$ cat src/rtl/lpd_init_pkg.sv
package lpd_init_pkg;

  localparam logic [2:0] CODE_NOP  = 3'd1;
  localparam logic [2:0] CODE_PREA = 3'd2;
  localparam logic [2:0] CODE_MRS  = 3'd3;
  localparam logic [2:0] CODE_REF  = 3'd4;
  localparam logic [2:0] CODE_EMRS = 3'd5;

  typedef enum logic [3:0] {
    ST_NOP, ST_WAIT, ST_PREA, ST_REF1, ST_REF2, ST_EMRS, ST_MRS, ST_READY
  } seqState_e;

  typedef struct packed {
    logic issueNop;
    logic issuePrea;
    logic issueRef;
    logic issueEmrs;
    logic issueMrs;
    logic flagError;
  } seqStrobe_t;

  typedef struct packed {
    logic csN;
    logic rasN;
    logic casN;
    logic weN;
  } memCmd_t;

  localparam memCmd_t CMD_DESEL = '{csN: 1'b1, rasN: 1'b1, casN: 1'b1, weN: 1'b1};
  localparam memCmd_t CMD_NOP   = '{csN: 1'b0, rasN: 1'b1, casN: 1'b1, weN: 1'b1};
  localparam memCmd_t CMD_PREA  = '{csN: 1'b0, rasN: 1'b0, casN: 1'b1, weN: 1'b0};
  localparam memCmd_t CMD_REF   = '{csN: 1'b0, rasN: 1'b0, casN: 1'b0, weN: 1'b1};
  localparam memCmd_t CMD_LMR   = '{csN: 1'b0, rasN: 1'b0, casN: 1'b0, weN: 1'b0};

endpackage

$ cat src/rtl/lpd_init_ctrl.sv
module lpd_init_ctrl
  import lpd_init_pkg::*;
(
  input  logic       clk,
  input  logic       rstN,
  input  logic       hostModeWr,
  input  logic [2:0] hostModeCode,
  input  logic       hostAck,
  input  logic       waitDone,
  output seqStrobe_t strb,
  output logic       initReady
);

  seqState_e  state, nextState, effState;
  logic [2:0] codeReg;
  logic       accepting;

  function automatic logic [2:0] expCode(seqState_e s);
    case (s)
      ST_NOP:           return CODE_NOP;
      ST_PREA:          return CODE_PREA;
      ST_REF1, ST_REF2: return CODE_REF;
      ST_EMRS:          return CODE_EMRS;
      ST_MRS:           return CODE_MRS;
      default:          return 3'd0;
    endcase
  endfunction

  always_comb begin
    strb      = '0;
    effState  = (state == ST_WAIT && waitDone) ? ST_PREA : state;
    nextState = effState;
    accepting = (effState != ST_READY) && (effState != ST_WAIT);
    if (hostAck) begin
      if (accepting && codeReg == expCode(effState)) begin
        case (effState)
          ST_NOP:  begin strb.issueNop  = 1'b1; nextState = ST_WAIT;  end
          ST_PREA: begin strb.issuePrea = 1'b1; nextState = ST_REF1;  end
          ST_REF1: begin strb.issueRef  = 1'b1; nextState = ST_REF2;  end
          ST_REF2: begin strb.issueRef  = 1'b1; nextState = ST_EMRS;  end
          ST_EMRS: begin strb.issueEmrs = 1'b1; nextState = ST_MRS;   end
          ST_MRS:  begin strb.issueMrs  = 1'b1; nextState = ST_READY; end
          default: strb.flagError = 1'b1;
        endcase
      end else begin
        strb.flagError = 1'b1;
      end
    end
  end

  always_ff @(posedge clk or negedge rstN) begin
    if (!rstN) begin
      state   <= ST_NOP;
      codeReg <= 3'd0;
    end else begin
      state <= nextState;
      if (hostModeWr) codeReg <= hostModeCode;
    end
  end

  assign initReady = (state == ST_READY);

  AST_READY_STICKY: assert property (@(posedge clk) disable iff (!rstN)
    initReady |=> initReady);

  AST_ERROR_HOLDS_STEP: assert property (@(posedge clk) disable iff (!rstN)
    (strb.flagError && state != ST_WAIT) |=> (state == $past(state)));

  AST_READY_ONLY_AFTER_MRS: assert property (@(posedge clk) disable iff (!rstN)
    $rose(initReady) |-> $past(strb.issueMrs));

endmodule

$ cat src/rtl/lpd_init_dpath.sv
module lpd_init_dpath
  import lpd_init_pkg::*;
#(
  parameter int ADDR_W      = 13,
  parameter int REF_W       = 16,
  parameter int WAIT_CYCLES = 20000
) (
  input  logic              clk,
  input  logic              rstN,
  input  seqStrobe_t        strb,
  input  logic              initReady,
  input  logic [ADDR_W-1:0] extModeBits,
  input  logic [ADDR_W-1:0] modeBits,
  input  logic [REF_W-1:0]  refreshCount,
  output logic              waitDone,
  output logic              memCke,
  output memCmd_t           memCmd,
  output logic [1:0]        memBa,
  output logic [ADDR_W-1:0] memAddr,
  output logic              refreshReq,
  output logic              seqError
);

  localparam int WAIT_W = $clog2(WAIT_CYCLES + 1);
  localparam logic [WAIT_W-1:0] WAIT_LOAD = WAIT_W'(WAIT_CYCLES);
  localparam logic [ADDR_W-1:0] PREA_ADDR = ADDR_W'(1) << 10;

  logic [WAIT_W-1:0] waitCnt;
  logic [REF_W-1:0]  refCnt;
  logic [REF_W-1:0]  refLoad;
  logic              ckeNext;

  assign waitDone = (waitCnt == '0);
  assign refLoad  = (refreshCount == '0) ? REF_W'(1) : refreshCount;
  assign ckeNext  = memCke | strb.issueNop;

  always_ff @(posedge clk or negedge rstN) begin
    if (!rstN) begin
      memCke  <= 1'b0;
      memCmd  <= CMD_DESEL;
      memBa   <= 2'b00;
      memAddr <= '0;
    end else begin
      memCke  <= ckeNext;
      memCmd  <= ckeNext ? CMD_NOP : CMD_DESEL;
      memBa   <= 2'b00;
      memAddr <= '0;
      if (strb.issuePrea) begin
        memCmd  <= CMD_PREA;
        memAddr <= PREA_ADDR;
      end else if (strb.issueRef) begin
        memCmd  <= CMD_REF;
      end else if (strb.issueEmrs) begin
        memCmd  <= CMD_LMR;
        memBa   <= 2'b10;
        memAddr <= extModeBits;
      end else if (strb.issueMrs) begin
        memCmd  <= CMD_LMR;
        memBa   <= 2'b00;
        memAddr <= modeBits;
      end
    end
  end

  always_ff @(posedge clk or negedge rstN) begin
    if (!rstN) begin
      waitCnt <= '0;
    end else if (strb.issueNop) begin
      waitCnt <= WAIT_LOAD;
    end else if (!waitDone) begin
      waitCnt <= waitCnt - 1'b1;
    end
  end

  always_ff @(posedge clk or negedge rstN) begin
    if (!rstN) begin
      refCnt     <= '0;
      refreshReq <= 1'b0;
      seqError   <= 1'b0;
    end else begin
      seqError   <= strb.flagError;
      refreshReq <= 1'b0;
      if (strb.issueMrs) begin
        refCnt <= refLoad;
      end else if (initReady) begin
        if (refCnt <= REF_W'(1)) begin
          refCnt     <= refLoad;
          refreshReq <= 1'b1;
        end else begin
          refCnt <= refCnt - 1'b1;
        end
      end
    end
  end

  AST_HOLD_BLOCKS_CMDS: assert property (@(posedge clk) disable iff (!rstN)
    !waitDone |-> !(strb.issueNop | strb.issuePrea | strb.issueRef |
                    strb.issueEmrs | strb.issueMrs));

  AST_CMD_ONE_CYCLE: assert property (@(posedge clk) disable iff (!rstN)
    !memCmd.rasN |=> (memCmd.rasN && memCmd.casN && memCmd.weN));

  AST_CKE_NEVER_FALLS: assert property (@(posedge clk) disable iff (!rstN)
    memCke |=> memCke);

  AST_REFRESH_GATED: assert property (@(posedge clk) disable iff (!rstN)
    refreshReq |-> initReady);

  AST_MODE_LOAD_BANK: assert property (@(posedge clk) disable iff (!rstN)
    (!memCmd.rasN && !memCmd.casN && !memCmd.weN) |-> !memBa[0]);

endmodule

$ cat src/rtl/lpd_init_sequencer.sv
module lpd_init_sequencer
  import lpd_init_pkg::*;
#(
  parameter int CLK_MHZ = 100,
  parameter int WAIT_US = 200,
  parameter int ADDR_W  = 13,
  parameter int REF_W   = 16
) (
  input  logic              clk,
  input  logic              rstN,
  input  logic              hostModeWr,
  input  logic [2:0]        hostModeCode,
  input  logic              hostAck,
  input  logic [ADDR_W-1:0] extModeBits,
  input  logic [ADDR_W-1:0] modeBits,
  input  logic [REF_W-1:0]  refreshCount,
  output logic              memCke,
  output logic              memCsN,
  output logic              memRasN,
  output logic              memCasN,
  output logic              memWeN,
  output logic [1:0]        memBa,
  output logic [ADDR_W-1:0] memAddr,
  output logic              initReady,
  output logic              refreshReq,
  output logic              seqError
);

  localparam int WAIT_CYCLES = CLK_MHZ * WAIT_US;

  seqStrobe_t strb;
  memCmd_t    memCmd;
  logic       waitDone;

  lpd_init_ctrl u_ctrl (
    .clk          (clk),
    .rstN         (rstN),
    .hostModeWr   (hostModeWr),
    .hostModeCode (hostModeCode),
    .hostAck      (hostAck),
    .waitDone     (waitDone),
    .strb         (strb),
    .initReady    (initReady)
  );

  lpd_init_dpath #(
    .ADDR_W      (ADDR_W),
    .REF_W       (REF_W),
    .WAIT_CYCLES (WAIT_CYCLES)
  ) u_dpath (
    .clk          (clk),
    .rstN         (rstN),
    .strb         (strb),
    .initReady    (initReady),
    .extModeBits  (extModeBits),
    .modeBits     (modeBits),
    .refreshCount (refreshCount),
    .waitDone     (waitDone),
    .memCke       (memCke),
    .memCmd       (memCmd),
    .memBa        (memBa),
    .memAddr      (memAddr),
    .refreshReq   (refreshReq),
    .seqError     (seqError)
  );

  assign memCsN  = memCmd.csN;
  assign memRasN = memCmd.rasN;
  assign memCasN = memCmd.casN;
  assign memWeN  = memCmd.weN;

endmodule

$ cat config.mk
export PLATFORM = sky130hd
export DESIGN_NAME = lpd_init_sequencer
export DESIGN_NICKNAME = d
export VERILOG_FILES = /design/src/rtl/lpd_init_pkg.sv /design/src/rtl/lpd_init_ctrl.sv /design/src/rtl/lpd_init_dpath.sv /design/src/rtl/lpd_init_sequencer.sv
export SDC_FILE = /design/constraint.sdc
export NUM_CORES = 1
export LEC_CHECK = 0
export BUFFER_PORTS_ARGS = -buffer_cell sky130_fd_sc_hd__buf_2
export CORE_ASPECT_RATIO = 1.25
export CORE_UTILIZATION = 30
export DETAILED_ROUTE_END_ITERATION = 10
export MAX_ROUTING_LAYER = met4
export SETUP_SLACK_MARGIN = 0.1
export SLEW_MARGIN = 20
export SYNTH_ARGS = -nofsm -noshare
export SYNTH_HDL_FRONTEND = slang
export SYNTH_SLANG_ARGS = --single-unit
$ cat constraint.sdc
create_clock -name clk -period 3.4 [get_ports clk]
set_clock_uncertainty 0.15 [all_clocks]
set_input_delay 0.85 -clock clk [delete_from_list [all_inputs] [get_ports clk]]
set_output_delay 0.85 -clock clk [all_outputs]
set_load 0.02 [all_outputs]
==> results.toml <==
[critical_path]
required_ns = 3.46
crit_buf_inv = 2
ff2ff_setup_slack_ns = 0.22
critPathSlowestCell = "or3_1"
arrival_ns = 3.24
critPathTopFamily = "simple AND/OR/NAND/NOR gates"
crit_chain = "inv_1 -> ha_1 -> or3b_1 -> nor4_4 -> nand2_2 -> a32o_2 -> or3_1 -> nor4_4 -> buf_4 -> nor2_1"
start_kind = "flop"
max_stage_delay_ns = 0.59
crit_path_end_kind = "flop"
path_common_cell = "nor4_4"
critPathKind = "flop to flop"
path_max_fanout = 7

[sta]
period_share_pct = 93.4
slew_viol_final = 0
setup_violations = 0
finalHoldViolCount = 0
fmax_ghz = 0.315
rsz0062_at_grt = "no"
relSlewSlack_pct = 44.7
setup_ws_ns = 0.224
layout_min_cycle_time_ns = 3.18
fin_setup_tns_ns = 0
holdWs_ns = 0.262
worst_pin_slew_ns = 0.820

[clocking]
path_clk_slew_ns = 0.05
cts-root-buf = "clkbuf_16"
cts.sinks = 59
cts_buffer_depth = 2
ctsHtreeMaxLevel = 3
cts_buffers = 9
post_cts.repair.setup_buffers = 0
ctsResizeCount = 0
cts_tree = "yes"
clk_latency_ns = 0.33
holdBufCountCts = 0

[pwr]
vdd_drop_max_mv = 0.303
pwr-share-clk_pct = 32.3
p_sw_uw = 980
leakagePower_nw = 1.74
p_comb_share_pct = 28.5
powerDensity_nw_per_um2 = 711
pwr-share-seq_pct = 39.2
switching_share_pct = 35.0
internal_power_mw = 1.82

[detailed_routing]
drc_errors = 0
drt_wl_total_um = 8360
first_pass_iters = 5
routedWlPerCell_um = 15.7
via_count = 2821
vias_per_cell = 5.31
drt_iter0_drc = 113
drtAntennaViolNets = 0

[grt]
grt_pass1_vias = 2792
antenna_found_initial = 0
grt_max_degree = 33
grt_pass1_wl_um = 13700
gr-total-overflow = 0
track_usage_pct = 17.1

[finish]
area_growth_pct = 25.5
drive_gt1_share_pct = 27.4
nFillCells = 1030
antennaDiodeCount = 0
nets = 449

[die]
dieArea_um2 = 10900
die_height_um = 116
pin_count = 72
rows = 41
initial_core_util_pct = 30.9
die_w_um = 93.5
coreArea_um2 = 10200

[synthesis]
yosys.area.top_type = "dfrtp_1"
ys_ff_latch = 59
synthArstFlopShare_pct = 100
synth_nets = 375
syn_inst = 323
yosysWarnings = 0
yosysSeqAreaShare_pct = 47.2
synth_top_cell_area_share_pct = 43.8
synth_edf_count = 0
syn_area_um2 = 3140
synth_area_leaders = "dfrtp_1 44%, nor2_1 4.9%, dfstp_2 3.3%"
synth_cell_type_count = 57
avgSynthCellArea_um2 = 9.73
synth_ff_type = "dfrtp_1"

[placed_design]
hpwl_um = 6090
finalWeightedCongestion = 0.907
placement.io_buffers = 70
pre_cts_ws_ns = 0.204

[hold_path]
hp-class = "flop to flop"

[run_status]
outcome = "finished, final reports clean"

[run]
max_cap_violations = 0
[per-stage QoR]
step	power (mW)	instance area (µm²)	std cells	util (%)
after CTS	2.82	3920	528	38.6
after floorplan	1.66	3140	323	-
after global routing	2.99	3940	531	38.8
final	2.80	3940	531	38.8
after detailed placement	1.90	3620	512	35.7
after global placement	1.87	3620	512	35.7
[flip-flops by register name, summed over array words and instances (netlist names)]
| name | cells |
|---|---|
| u_dpath.refCnt | 16 |
| u_dpath.waitCnt | 15 |
| u_dpath.memAddr | 13 |
| u_ctrl.state | 4 |
| u_dpath.memCmd | 4 |
| u_ctrl.codeReg | 3 |
| u_dpath.memBa | 1 |
| u_dpath.memCke | 1 |
| u_dpath.refreshReq | 1 |
| u_dpath.seqError | 1 |
[power by group through the flow]
stage                     logic [mW]  registers (mW)  clock network (mW)
after detailed placement       0.797            1.10                   0
after global routing           0.900            1.13               0.961
after global placement         0.780            1.09                   0
final                          0.798            1.10               0.905
after CTS                      0.802            1.09               0.925
after floorplan                0.610            1.05                   0
[synth_stat cells, types with 3 or more instances]
| library cell | instances |
|---|---|
| dfrtp_1 | 55 |
| nor2_1 | 41 |
| nand2_1 | 22 |
| o21ai_0 | 20 |
| nor3_1 | 13 |
| a21oi_1 | 12 |
| a22o_1 | 12 |
| xnor2_1 | 12 |
| nor4_1 | 11 |
| inv_1 | 10 |
| o22a_1 | 10 |
| clkbuf_1 | 9 |
| nand3_1 | 9 |
| a31oi_1 | 5 |
| xor2_1 | 5 |
| and3_1 | 4 |
| dfstp_2 | 4 |
| nand2b_1 | 4 |
| o2bb2ai_1 | 4 |
| a32oi_1 | 3 |
| ha_1 | 3 |
| nand3b_1 | 3 |
| nand4b_1 | 3 |
| o21a_1 | 3 |
| or4_1 | 3 |
[cell type report]
cell class | instances | area (µm²) | share of cell area, %
multi-input cells | 239 | 1540 | 39.1
flip-flops and latches | 59 | 1480 | 37.6
repair buffers | 78 | 423 | 10.7
clock buffers | 11 | 243 | 6.16
well taps | 129 | 161 | 4.09
clock inverters | 5 | 53.8 | 1.36
inverters | 10 | 37.5 | 0.952
[worst paths after layout]
| kind | from | endpoint | cells after the start |
|---|---|---|---|
| max | u_dpath.waitCnt[0]$_DFFE_PN0P_ | u_dpath.waitCnt[6]$_DFFE_PN0P_ | 10 |
| min | u_dpath.memCke$_DFF_PN0_ | u_dpath.memCmd[3]$_DFF_PN1_ | 1 |
| max reg2reg | u_dpath.waitCnt[0]$_DFFE_PN0P_ | u_dpath.waitCnt[6]$_DFFE_PN0P_ | 10 |
| min reg2reg | u_dpath.memCke$_DFF_PN0_ | u_dpath.memCmd[3]$_DFF_PN1_ | 1 |
| max in group asynchronous | rstN | u_dpath.memCmd[3]$_DFF_PN1_ | 2 |
| min in group asynchronous | rstN | u_dpath.memAddr[11]$_DFF_PN0_ | 1 |
[layer usage]
metal / track usage [%] / up-vias / part of all wire [%]
met4: 8.00 / 0 / 2.3
met5: - / - / 0
met3: 4.56 / 16 / 5.0
met2: 28.9 / 88 / 53
met1: 18.8 / 1379 / 40
li1: - / 1338 / -
[cells in the final DEF (no fill, tap or decap), drive strengths merged, types with 5 or more instances in the layout]
| cell | netlist | routed |
|---|---|---|
| a21oi | 12 | 12 |
| a22o | 12 | 12 |
| a31oi | 5 | 5 |
| buf | 6 | 78 |
| clkbuf | 9 | 11 |
| dfrtp | 55 | 55 |
| inv | 10 | 10 |
| nand2 | 23 | 23 |
| nand3 | 9 | 9 |
| nor2 | 43 | 43 |
| nor3 | 14 | 14 |
| nor4 | 13 | 13 |
| o21ai | 20 | 20 |
| o22a | 10 | 10 |
| xnor2 | 12 | 12 |
| xor2 | 5 | 5 |
[cells by family after synthesis]
group / share of synthesized area, %
buf+inv: 3.74
compound gates: 18.4
flops: 47.2
simple gates: 24.0
other cells: 0.119
xor+xnor: 4.74
mux: 0.717
fa+ha+maj: 1.19
[worst reg2reg max path, delay by kind of cell (launching register included)]
family                     cells  cell delay (ns)
DFF                            1             0.38
adders and majority gates      1             0.16
and+or+nand+nor                6             1.76
buffers and inverters          2             0.30
AOI/OAI and AO/OA              1             0.31
No activity file was read; power rests on OpenSTA's default activity.
